$ cat config.mk
export PLATFORM = sky130hd
export DESIGN_NAME = flex_depth_fifo
export DESIGN_NICKNAME = d
export VERILOG_FILES = /design/src/rtl/flex_fifo_pkg.sv /design/src/rtl/ffd_rst_sync.sv /design/src/rtl/ffd_depth_sel.sv /design/src/rtl/ffd_ctrl.sv /design/src/rtl/ffd_store.sv /design/src/rtl/flex_depth_fifo.sv
export SDC_FILE = /design/constraint.sdc
export NUM_CORES = 1
export LEC_CHECK = 0
export BUFFER_PORTS_ARGS = -buffer_cell sky130_fd_sc_hd__buf_2
export CAP_MARGIN = 20
export CORE_MARGIN = 5
export CORE_UTILIZATION = 45
export CTS_CLUSTER_SIZE = 12
export DETAILED_ROUTE_END_ITERATION = 8
export GPL_ROUTABILITY_DRIVEN = 1
export GPL_TIMING_DRIVEN = 1
export SLEW_MARGIN = 10
export SYNTH_ARGS = -nofsm -noshare
export SYNTH_HDL_FRONTEND = slang
export SYNTH_SLANG_ARGS = --single-unit
$ cat constraint.sdc
create_clock -name clk -period 3.1 [get_ports clk]
set_input_delay 0.155 -clock clk [delete_from_list [all_inputs] [get_ports clk]]
set_output_delay 0.155 -clock clk [all_outputs]
set_load 0.03 [all_outputs]
$ cat src/rtl/flex_fifo_pkg.sv
package flex_fifo_pkg;
  localparam int unsigned WORD_W   = 32;
  localparam int unsigned SLOTS    = 32;
  localparam int unsigned WIDTH_W  = 6;
  localparam int unsigned FIXED_D  = 4;
  localparam int unsigned NARROW_W = 8;
  localparam int unsigned MID_W    = 16;

  typedef enum logic [1:0] {
    DEPTH_FIXED  = 2'd0,
    DEPTH_NARROW = 2'd1,
    DEPTH_MID    = 2'd2,
    DEPTH_WIDE   = 2'd3
  } depth_class_e;
endpackage

$ cat src/rtl/ffd_rst_sync.sv
module ffd_rst_sync (
  input  logic clk,
  input  logic rst_n,
  output logic rst_sn
);
  logic [1:0] sync_q;

  always_ff @(posedge clk or negedge rst_n) begin
    if (!rst_n) sync_q <= 2'b00;
    else        sync_q <= {sync_q[0], 1'b1};
  end

  assign rst_sn = sync_q[1];
endmodule

$ cat src/rtl/ffd_depth_sel.sv
module ffd_depth_sel
  import flex_fifo_pkg::*;
#(
  parameter int unsigned SLOTS_P   = SLOTS,
  parameter int unsigned WIDTH_WP  = WIDTH_W,
  parameter int unsigned FIXED_DP  = FIXED_D,
  parameter int unsigned NARROW_WP = NARROW_W,
  parameter int unsigned MID_WP    = MID_W,
  localparam int unsigned CNT_W    = $clog2(SLOTS_P) + 1
) (
  input  logic                big_en,
  input  logic [WIDTH_WP-1:0] frame_w,
  output logic [CNT_W-1:0]    depth
);
  depth_class_e cls;

  always_comb begin
    if (!big_en)                           cls = DEPTH_FIXED;
    else if (frame_w <= WIDTH_WP'(NARROW_WP)) cls = DEPTH_NARROW;
    else if (frame_w <= WIDTH_WP'(MID_WP))    cls = DEPTH_MID;
    else                                   cls = DEPTH_WIDE;
  end

  always_comb begin
    unique case (cls)
      DEPTH_NARROW: depth = CNT_W'(SLOTS_P);
      DEPTH_MID:    depth = CNT_W'(SLOTS_P / 2);
      DEPTH_WIDE:   depth = CNT_W'(SLOTS_P / 4);
      default:      depth = CNT_W'(FIXED_DP);
    endcase
  end
endmodule

$ cat src/rtl/ffd_ctrl.sv
module ffd_ctrl #(
  parameter int unsigned SLOTS_P    = 32,
  parameter bit          FLAG_DROPS = 1'b1,
  localparam int unsigned PTR_W     = $clog2(SLOTS_P),
  localparam int unsigned CNT_W     = PTR_W + 1
) (
  input  logic             clk,
  input  logic             rst_sn,
  input  logic             push,
  input  logic             pop,
  input  logic             flush,
  input  logic [CNT_W-1:0] depth,
  output logic             wr_en,
  output logic [PTR_W-1:0] wr_ptr,
  output logic [PTR_W-1:0] rd_ptr,
  output logic             rd_take,
  output logic             rd_zero,
  output logic [CNT_W-1:0] level,
  output logic             full,
  output logic             full_nxt,
  output logic             empty,
  output logic             ovf
);
  localparam logic [CNT_W-1:0] C_ONE = CNT_W'(1);
  localparam logic [PTR_W-1:0] P_ONE = PTR_W'(1);

  logic [PTR_W-1:0] wr_ptr_n, rd_ptr_n;
  logic [CNT_W-1:0] level_n;
  logic             pop_ok, push_ok, drop;
  logic             cnt_en;

  assign empty    = (level == '0);
  assign full     = (level >= depth);
  assign full_nxt = (level == depth - C_ONE);

  assign pop_ok   = pop && !empty && !flush;
  assign push_ok  = push && !flush && (!full || pop_ok);
  assign drop     = push && !flush && !push_ok;
  assign wr_en    = push_ok;
  assign rd_take  = pop_ok;
  assign rd_zero  = pop && empty && !flush;
  assign cnt_en   = flush || push_ok || pop_ok;

  always_comb begin
    wr_ptr_n = wr_ptr;
    rd_ptr_n = rd_ptr;
    level_n  = level;
    if (flush) begin
      wr_ptr_n = '0;
      rd_ptr_n = '0;
      level_n  = '0;
    end else begin
      if (push_ok) wr_ptr_n = wr_ptr + P_ONE;
      if (pop_ok)  rd_ptr_n = rd_ptr + P_ONE;
      if (push_ok && !pop_ok)      level_n = level + C_ONE;
      else if (pop_ok && !push_ok) level_n = level - C_ONE;
    end
  end

  always_ff @(posedge clk or negedge rst_sn) begin
    if (!rst_sn) begin
      wr_ptr <= '0;
      rd_ptr <= '0;
      level  <= '0;
    end else if (cnt_en) begin
      wr_ptr <= wr_ptr_n;
      rd_ptr <= rd_ptr_n;
      level  <= level_n;
    end
  end

  generate
    if (FLAG_DROPS) begin : g_flag
      logic ovf_q, ovf_n, ovf_en;
      assign ovf_en = flush || drop || pop;
      always_comb begin
        if (flush)     ovf_n = 1'b0;
        else if (drop) ovf_n = 1'b1;
        else           ovf_n = 1'b0;
      end
      always_ff @(posedge clk or negedge rst_sn) begin
        if (!rst_sn)     ovf_q <= 1'b0;
        else if (ovf_en) ovf_q <= ovf_n;
      end
      assign ovf = ovf_q;
    end else begin : g_silent
      assign ovf = 1'b0;
    end
  endgenerate
endmodule

$ cat src/rtl/ffd_store.sv
module ffd_store #(
  parameter int unsigned SLOTS_P = 32,
  parameter int unsigned WORD_WP = 32,
  localparam int unsigned PTR_W  = $clog2(SLOTS_P)
) (
  input  logic               clk,
  input  logic               rst_sn,
  input  logic               wr_en,
  input  logic [PTR_W-1:0]   wr_ptr,
  input  logic [WORD_WP-1:0] wr_data,
  input  logic [PTR_W-1:0]   rd_ptr,
  input  logic               rd_take,
  input  logic               rd_zero,
  input  logic               flush,
  output logic [WORD_WP-1:0] rd_data
);
  logic [WORD_WP-1:0] mem [SLOTS_P];
  logic [WORD_WP-1:0] rd_q, rd_n;
  logic               rd_en;

  always_ff @(posedge clk) begin
    if (wr_en) mem[wr_ptr] <= wr_data;
  end

  assign rd_en = flush || rd_take || rd_zero;

  always_comb begin
    if (rd_take && !flush) rd_n = mem[rd_ptr];
    else                   rd_n = '0;
  end

  always_ff @(posedge clk or negedge rst_sn) begin
    if (!rst_sn)    rd_q <= '0;
    else if (rd_en) rd_q <= rd_n;
  end

  assign rd_data = rd_q;
endmodule

$ cat src/rtl/flex_depth_fifo.sv
module flex_depth_fifo
  import flex_fifo_pkg::*;
#(
  parameter int unsigned WORD_WP    = WORD_W,
  parameter int unsigned SLOTS_P    = SLOTS,
  parameter int unsigned WIDTH_WP   = WIDTH_W,
  parameter int unsigned FIXED_DP   = FIXED_D,
  parameter int unsigned NARROW_WP  = NARROW_W,
  parameter int unsigned MID_WP     = MID_W,
  parameter bit          FLAG_DROPS = 1'b1,
  localparam int unsigned PTR_W     = $clog2(SLOTS_P),
  localparam int unsigned CNT_W     = PTR_W + 1
) (
  input  logic                clk,
  input  logic                rst_n,
  input  logic                big_en,
  input  logic [WIDTH_WP-1:0] frame_w,
  input  logic                push,
  input  logic [WORD_WP-1:0]  push_data,
  input  logic                pop,
  input  logic                flush,
  output logic [WORD_WP-1:0]  rd_data,
  output logic [CNT_W-1:0]    level,
  output logic                full,
  output logic                full_nxt,
  output logic                empty,
  output logic                ovf
);
  logic             rst_sn;
  logic [CNT_W-1:0] depth;
  logic             wr_en, rd_take, rd_zero;
  logic [PTR_W-1:0] wr_ptr, rd_ptr;

  ffd_rst_sync u_rst (
    .clk    (clk),
    .rst_n  (rst_n),
    .rst_sn (rst_sn)
  );

  ffd_depth_sel #(
    .SLOTS_P   (SLOTS_P),
    .WIDTH_WP  (WIDTH_WP),
    .FIXED_DP  (FIXED_DP),
    .NARROW_WP (NARROW_WP),
    .MID_WP    (MID_WP)
  ) u_depth (
    .big_en  (big_en),
    .frame_w (frame_w),
    .depth   (depth)
  );

  ffd_ctrl #(
    .SLOTS_P    (SLOTS_P),
    .FLAG_DROPS (FLAG_DROPS)
  ) u_ctrl (
    .clk      (clk),
    .rst_sn   (rst_sn),
    .push     (push),
    .pop      (pop),
    .flush    (flush),
    .depth    (depth),
    .wr_en    (wr_en),
    .wr_ptr   (wr_ptr),
    .rd_ptr   (rd_ptr),
    .rd_take  (rd_take),
    .rd_zero  (rd_zero),
    .level    (level),
    .full     (full),
    .full_nxt (full_nxt),
    .empty    (empty),
    .ovf      (ovf)
  );

  ffd_store #(
    .SLOTS_P (SLOTS_P),
    .WORD_WP (WORD_WP)
  ) u_store (
    .clk     (clk),
    .rst_sn  (rst_sn),
    .wr_en   (wr_en),
    .wr_ptr  (wr_ptr),
    .wr_data (push_data),
    .rd_ptr  (rd_ptr),
    .rd_take (rd_take),
    .rd_zero (rd_zero),
    .flush   (flush),
    .rd_data (rd_data)
  );
endmodule

==> results of run 1 <==
## per-layer routing
metal	wire length [um]	up-vias	share of wire	track usage
li1	-	9590	-	-
met1	47200	11700	0.43	0.318
met2	53200	901	0.48	0.355
met3	6970	185	0.063	0.0287
met4	3630	0	0.033	0.0686
met5	0	-	0	0
## path summary, 6_finish.rpt
path	cells after the start	slack (ps)	end	start
hold reg to reg	0	350	u_rst.sync_q[1]$_DFF_PN0_	u_rst.sync_q[0]$_DFF_PN0_
min in group asynchronous	3	330	u_rst.sync_q[1]$_DFF_PN0_	rst_n
max in group asynchronous	0	1990	u_ctrl.rd_ptr[1]$_DFFE_PN0P_	u_rst.sync_q[1]$_DFF_PN0_
hold / removal	1	40	u_store.mem[25][9]$_DFFE_PP_	push_data[9]
setup / recovery	20	70	u_ctrl.level[5]$_DFFE_PN0P_	frame_w[1]
setup reg to reg	13	100	u_ctrl.level[5]$_DFFE_PN0P_	u_ctrl.level[2]$_DFFE_PN0P_
## sequential cells by signal (all words and copies together) (netlist names)
register / flops
u_ctrl.ovf: 1
u_ctrl.rd_ptr: 5
u_rst.sync_q: 2
u_ctrl.level: 6
u_ctrl.wr_ptr: 5
u_store.rd_data: 32
u_store.mem: 1024
## through the flow
step	utilization	hold WS (ps)	setup TNS (ps)	cell area (um2)	worst slack, ps
after floorplan	-	-141	-202810	42300	-245
after global placement	0.490	-60.0	-324030	45600	-672
after detailed placement	0.491	-58.0	-352250	45700	-721
after CTS	0.529	22.5	0	49200	14.1
after global routing	0.531	51.1	-27.6	49400	-27.6
final	0.531	43.5	0	49400	66.0
## worst max-delay path: stages
cell and delay [ps]:
buf_6 90, or3_4 420, nand2_2 80, nor2_2 40
a21oi_2 110, o21a_1 150, ha_2 170, inv_2 40
ha_4 210, nor2b_4 130, o311ai_4 390, nand4_1 220
buf_4 200, ha_4 220, a211oi_4 300, buf_4 170
o21bai_4 80, a211oi_2 250, a311oi_2 60, o311ai_1 110
## cell type report
cell class | count | area share
flip-flops and latches | 1075 | 0.649
multi-input cells | 1002 | 0.200
clock buffers | 159 | 0.0619
repair buffers | 242 | 0.0493
well taps | 1254 | 0.0318
clock inverters | 40 | 0.00750
inverters | 11 | 0.000836
## what timing repair did
| item | in CTS | in global routing |
|---|---|---|
| endpoints found under the hold margin | 16 | 0 |
| endpoints found under the setup margin | 1 | 4 |
| pin swaps | 1 | 13 |
| resized for setup | 0 | 27 |
| hold buffers | 6 | 0 |
| setup buffers | 1 | 4 |
## where the power goes
group	internal (mW)	total (mW)	switching, mW	leakage [nW]
Clock	7.10	12.4	5.34	1.67
Sequential	16.2	16.6	0.413	9.88
Combinational	3.10	7.38	4.28	4.04
## synth_stat cells (all sizes together), types with 5 or more instances
| master | instances | share of area |
|---|---|---|
| o22ai | 32 | 0.0048 |
| a22o | 40 | 0.0085 |
| a2bb2oi | 19 | 0.0040 |
| nand2 | 26 | 0.0023 |
| o21ai | 38 | 0.0045 |
| edfxtp | 1024 | 0.73 |
| buf | 69 | 0.0087 |
| a21oi | 71 | 0.0085 |
| a211oi | 49 | 0.0087 |
| ha | 15 | 0.0045 |
| mux2i | 322 | 0.077 |
| dfrtp | 51 | 0.030 |
| nand4 | 5 | 0.00074 |
| a221oi | 26 | 0.0054 |
| nor2b | 8 | 0.0012 |
| a211o | 20 | 0.0042 |
| mux4 | 96 | 0.051 |
| clkbuf | 63 | 0.0057 |
| a22oi | 96 | 0.017 |
| o22a | 13 | 0.0027 |
| inv | 11 | 0.00098 |
| xnor2 | 6 | 0.0012 |
| nand3 | 23 | 0.0027 |
| or3 | 5 | 0.00074 |
| nor2 | 53 | 0.0047 |
## kinds of logic (layout without fill, tap and decap cells)
kind of cell,after synthesis,count (layout)
xor gates and xnor gates,9,9
muxes,418,418
buffers and inverters,143,452
adders and majority gates,16,16
other,1,1
and+or+nand+nor,137,137
AOI/OAI and AO/OA,421,421
DFF,1075,1075
==> results by group, run 1 <==
Die
  – Starting density of the core: 0.452
  – Row cnt: 112
  – Die width: 316 um
  – Die footprint: 0.0996 mm2
  – Die height: 316 um
  – Core area: 0.0930 mm2
  – I/O Pins: 86

Timing
  – Setup skew after layout: 32.3 ps
  – Fin. Hold Viols: 0
  – Post-route minimum period: 3030 ps
  – RSZ-0062 raised after global routing: true
  – Fmax: 0.330 GHz
  – Period utilization: 0.979
  – Slew @ Worst Pin: 890 ps
  – Slew Limit Fails: 0
  – Count of final setup violators: 0
  – Slew HR: 0.407

Finish
  – Register area: 0.0320 mm2
  – Multi-input logic area: 0.00987 mm2
  – N_diodes: 0
  – Commonest non-fill, non-tap cell in the layout: edfxtp_1
  – Fin cells: 3783
  – Commonest cells after routing, fill and taps aside: edfxtp_1 (1024), mux2i_1 (322), clkbuf_16 (111)
  – Layout cells sized above 1: 0.221
  – Fill cell count: 7273
  – Layout area overhead: 17.5%
  – Nets@finish: 2502

Power and ir drop
  – VDD IR max: 0.576 mV
  – P_leak: 15.6 nW
  – Power per cell area: 738 mW/mm2
  – Total power: 36.4 mW

Routing
  – WL per Instance: 29.3 um
  – Pre-antenna DRT Iters: 6
  – Initial DRC Count: 2323
  – Vias/cell: 5.93
  – Antenna-violating nets left: 0
  – DR DRC count: 0
  – Via count: 22400
  – Drt total wl: 111 mm

Place
  – Port bufs: 85
  – DP HPWL: 71.3 mm
  – Placed cell count: 3572
  – GP Congestion: 0.843

Worst setup path
  – Required time of the critical path: 3670 ps
  – Worst setup path category: in2reg
  – Critical path launch point type: input pin
  – Critical path peak fanout: 5
  – Arrival @ worst endpoint: 3600 ps
  – Worst Setup End Kind: flip-flop

Synth
  – Number of enable flip-flop cells after synthesis: 1024
  – Combinational family with the most area after synthesis: multiplexers
  – Xor and xnor fraction of the mapped netlist area: 0.00187
  – Ys async rst share: 0.0474
  – Post-Syn Area: 0.0420 mm2
  – Top_reg_cell synth: edfxtp_1
  – Complex-gate fraction of the synthesized area: 0.0725
  – Mux cell area share after synthesis: 0.128
  – Adder-cell share of the synthesized area: 0.00494
  – Synth unique cells: 58
  – Sequential share of the synthesized area: 0.762
  – #FFs+latches synth: 1075
  – Cell count after synthesis: 2220
  – Syn Nets: 2280
  – YS warnings: 0
  – Syn Area/Cell: 18.9 um2
  – Post-Synth Simple-Gate Area: 0.0154

Clock network
  – Root Buffer: clkbuf_16
  – CTS Buf Count: 110
  – Worst-path clk slew: 60 ps
  – Latest clock arrival within the worst-skew pair: 690 ps
  – H-tree depth: 3
  – Bufs on Longest Clock Path: 3
  – CTS tree: built
  – Clk sinks: 1075

Global route
  – GRT Overall Usage: 0.220
  – Vias in the first global route: 22700
  – Initial antenna violation count: 4
  – Pin count of the biggest net entering global routing: 69
  – Remaining Overflow, GRT: 0
  – Global-route wire length before repair: 160 mm

Job
  – Max-capacitance violation count: 0

Run status
  – Status: finished, final reports clean

Hold path
  – Hold crit path type: in2reg
Note: power is estimated with default switching activity, not from simulation.
==> run 2, diff against run 1 <==
--- a/config.mk
+++ b/config.mk
@@ -8,7 +8,7 @@
 export BUFFER_PORTS_ARGS = -buffer_cell sky130_fd_sc_hd__buf_2
 export CAP_MARGIN = 20
 export CORE_MARGIN = 5
-export CORE_UTILIZATION = 45
+export CORE_UTILIZATION = 47
 export CTS_CLUSTER_SIZE = 12
 export DETAILED_ROUTE_END_ITERATION = 8
 export GPL_ROUTABILITY_DRIVEN = 1
==> run 2 against run 1 <==
  * Flip-flop and latch count unchanged
  * Design area barely moved
  * Wire length down 1.0%
  * Sequential power barely moved
  * Core utilization rose by 2.7 points
  * Clock power hardly changed
  * Clock-buffer cell count grew 8
  * Sequential share of layout area fell by 0.061 points
  * Worst setup slack gained 39 ps
  * Worst hold slack got worse by 3.0 ps
  * Critical path type unchanged
==> results by group, run 2 (synthesis results as in run 1) <==
Clock network
  – CTS tree: built (unchanged)
  – Bufs on Longest Clock Path: 3 (unchanged)
  – Clk sinks: 1075 (unchanged)
  – Root Buffer: clkbuf_16 (unchanged)
  – Latest clock arrival within the worst-skew pair: 680 ps (was 690 ps)
  – CTS Buf Count: 110 (unchanged)
  – Worst-path clk slew: 60 ps (about the same)
  – H-tree depth: 3 (unchanged)

Power and ir drop
  – Net Sw Frac: 0.273 (was 0.275)
  – VDD IR max: 0.533 mV (was 0.576 mV)
  – P_leak: 15.7 nW (was 15.6 nW)
  – Reg power frac: 0.449 (was 0.456)
  – Internal Power: 26.8 mW (was 26.4 mW)
  – Clk network pwr share: 0.344 (was 0.341)
  – Logic pwr share: 0.206 (was 0.202)
  – Switching pwr: 10.1 mW (was 10.0 mW)
  – Power per cell area: 746 mW/mm2 (was 738 mW/mm2)

Finish
  – Largest register FFs: 1024 (unchanged)
  – Layout cells sized above 1: 0.220 (was 0.221)
  – Layout area overhead: 17.6% (was 17.5%)
  – Final Core Density: 0.558 (was 0.531)
  – Fill cell count: 6725 (was 7273)
  – Final instance area: 0.0494 mm2 (about the same)
  – Register area: 0.0320 mm2 (about the same)
  – Multi-input logic area: 0.00979 mm2 (was 0.00987 mm2)
  – Fin cells: 3710 (was 3783)
  – Reg with most FFs: u_store.mem (unchanged)
  – Commonest non-fill, non-tap cell in the layout: edfxtp_1 (unchanged)
  – Nets@finish: 2519 (was 2502)
  – Commonest cells after routing, fill and taps aside: edfxtp_1 (1024), mux2i_1 (322), clkbuf_16 (112) (was edfxtp_1 (1024), mux2i_1 (322), clkbuf_16 (111))

Timing
  – Slew @ Worst Pin: 1000 ps (was 890 ps)
  – Post-route minimum period: 2990 ps (was 3030 ps)
  – Count of final setup violators: 0 (unchanged)
  – Fmax: 0.334 GHz (was 0.330 GHz)
  – Period utilization: 0.966 (was 0.979)
  – Fin. Hold Viols: 0 (unchanged)
  – Slew Limit Fails: 0 (unchanged)
  – Setup TNS Final: 0 ps (unchanged)
  – Final setup margin: 105 ps (was 66.0 ps)
  – Slew HR: 0.331 (was 0.407)
  – Setup skew after layout: 27.3 ps (was 32.3 ps)

Place
  – Pre-CTS setup slack: -651 ps (was -721 ps)
  – Port bufs: 85 (unchanged)
  – DP HPWL: 69.0 mm (was 71.3 mm)
  – Placed Area: 0.0459 mm2 (was 0.0457 mm2)
  – Placed cell count: 3506 (was 3572)
  – GP Congestion: 0.842 (was 0.843)

Worst setup path
  – Required time of the critical path: 3640 ps (was 3670 ps)
  – Worst Setup End Kind: flip-flop (unchanged)
  – Reg2Reg Depth: 12 (was 13)
  – Critical path peak fanout: 5 (unchanged)
  – Arrival @ worst endpoint: 3540 ps (was 3600 ps)
  – Critical path launch point type: input pin (unchanged)
  – Worst setup path category: in2reg (unchanged)

Die
  – Core area: 0.0886 mm2 (was 0.0930 mm2)
  – I/O Pins: 86 (unchanged)
  – Starting density of the core: 0.474 (was 0.452)
  – Die height: 309 um (was 316 um)
  – Die width: 309 um (was 316 um)
  – Row cnt: 109 (was 112)
  – Die footprint: 0.0955 mm2 (was 0.0996 mm2)

Hold path
  – WHS Path Cells: 1 (unchanged)
  – Hold crit path type: in2reg (unchanged)

Global route
  – Global-route wire length before repair: 158 mm (was 160 mm)
  – Initial antenna violation count: 2 (was 4)
  – Pin count of the biggest net entering global routing: 52 (was 69)
  – GRT Overall Usage: 0.228 (was 0.220)
  – Remaining Overflow, GRT: 0 (unchanged)
  – Vias in the first global route: 22600 (was 22700)

Routing
  – Antenna-violating nets left: 0 (unchanged)
  – Pre-antenna DRT Iters: 6 (unchanged)
  – DR DRC count: 0 (unchanged)
  – Vias/cell: 6.07 (was 5.93)
  – Via count: 22500 (was 22400)
  – WL per Instance: 29.6 um (was 29.3 um)
  – Drt total wl: 110 mm (was 111 mm)
  – Initial DRC Count: 2136 (was 2323)

Job
  – Max-capacitance violation count: 0 (unchanged)

Run status
  – Status: finished, final reports clean (unchanged)
[run 2: path summary, 6_finish.rpt]
path | slack, ps | startpoint | endpoint
setup / recovery | 110 | frame_w[0] | u_ctrl.level[5]$_DFFE_PN0P_
hold / removal | 40 | push_data[15] | u_store.mem[30][15]$_DFFE_PP_
setup reg to reg | 170 | u_ctrl.level[3]$_DFFE_PN0P_ | u_ctrl.level[5]$_DFFE_PN0P_
hold reg to reg | 350 | u_rst.sync_q[0]$_DFF_PN0_ | u_rst.sync_q[1]$_DFF_PN0_
max in group asynchronous | 1850 | u_rst.sync_q[1]$_DFF_PN0_ | u_ctrl.rd_ptr[1]$_DFFE_PN0P_
min in group asynchronous | 320 | rst_n | u_rst.sync_q[1]$_DFF_PN0_
[run 2: what timing repair did]
action	4_1_cts	5_1_grt
resized for setup	0	7
setup endpoints to repair	0	1
setup buffers	0	2
hold buffers	4	0
hold endpoints to repair	16	0
[run 2: power by group through the flow]
stage	sequential [mW]	clock (mW)	combinational, mW
2_1_floorplan	16.9	0	4.50
3_3_place_gp	16.9	0	7.47
3_5_place_dp	16.9	0	7.55
4_1_cts	16.6	12.9	7.58
5_1_grt	16.6	13.6	8.04
6_report	16.6	12.7	7.61
[run 2: layout make-up]
| class | count | share of cell area |
|---|---|---|
| repair buffers | 259 | 0.0537 |
| well taps | 1165 | 0.0295 |
| clock buffers | 167 | 0.0621 |
| multi-input cells | 1002 | 0.198 |
| clock inverters | 30 | 0.00767 |
| diodes | 1 | 0.0000506 |
| flip-flops and latches | 1075 | 0.648 |
| inverters | 11 | 0.000835 |
[run 2: critical path, cell delays in order]
cell      delay [ps]
buf_2            100
or3_4            390
nand2_1           80
nor2_1            40
a21oi_1          150
o21a_1           130
ha_1             130
inv_1             40
ha_1             270
nor4bb_1         140
buf_4            130
o311ai_4         240
nand4_1          130
buf_4            190
ha_4             260
a211oi_4         300
o21ai_1          150
o2111a_1         170
a311oi_2         190
o311ai_1         140
[run 2: metrics by stage]
step / hold WS, ps / total power [mW]
3_5_place_dp: -55.1 / 24.4
2_1_floorplan: -141 / 21.4
3_3_place_gp: -59.9 / 24.3
5_1_grt: 48.8 / 38.2
4_1_cts: 24.6 / 37.1
6_report: 40.5 / 36.9
[run 2: per-layer routing]
metal / part of all wire / vias up / track usage / wire (um)
li1: - / 9643 / - / -
met1: 0.41 / 11800 / 0.309 / 44800
met2: 0.49 / 903 / 0.379 / 54100
met3: 0.069 / 171 / 0.0451 / 7560
met4: 0.031 / 0 / 0.0708 / 3370
met5: 0 / - / 0 / 0
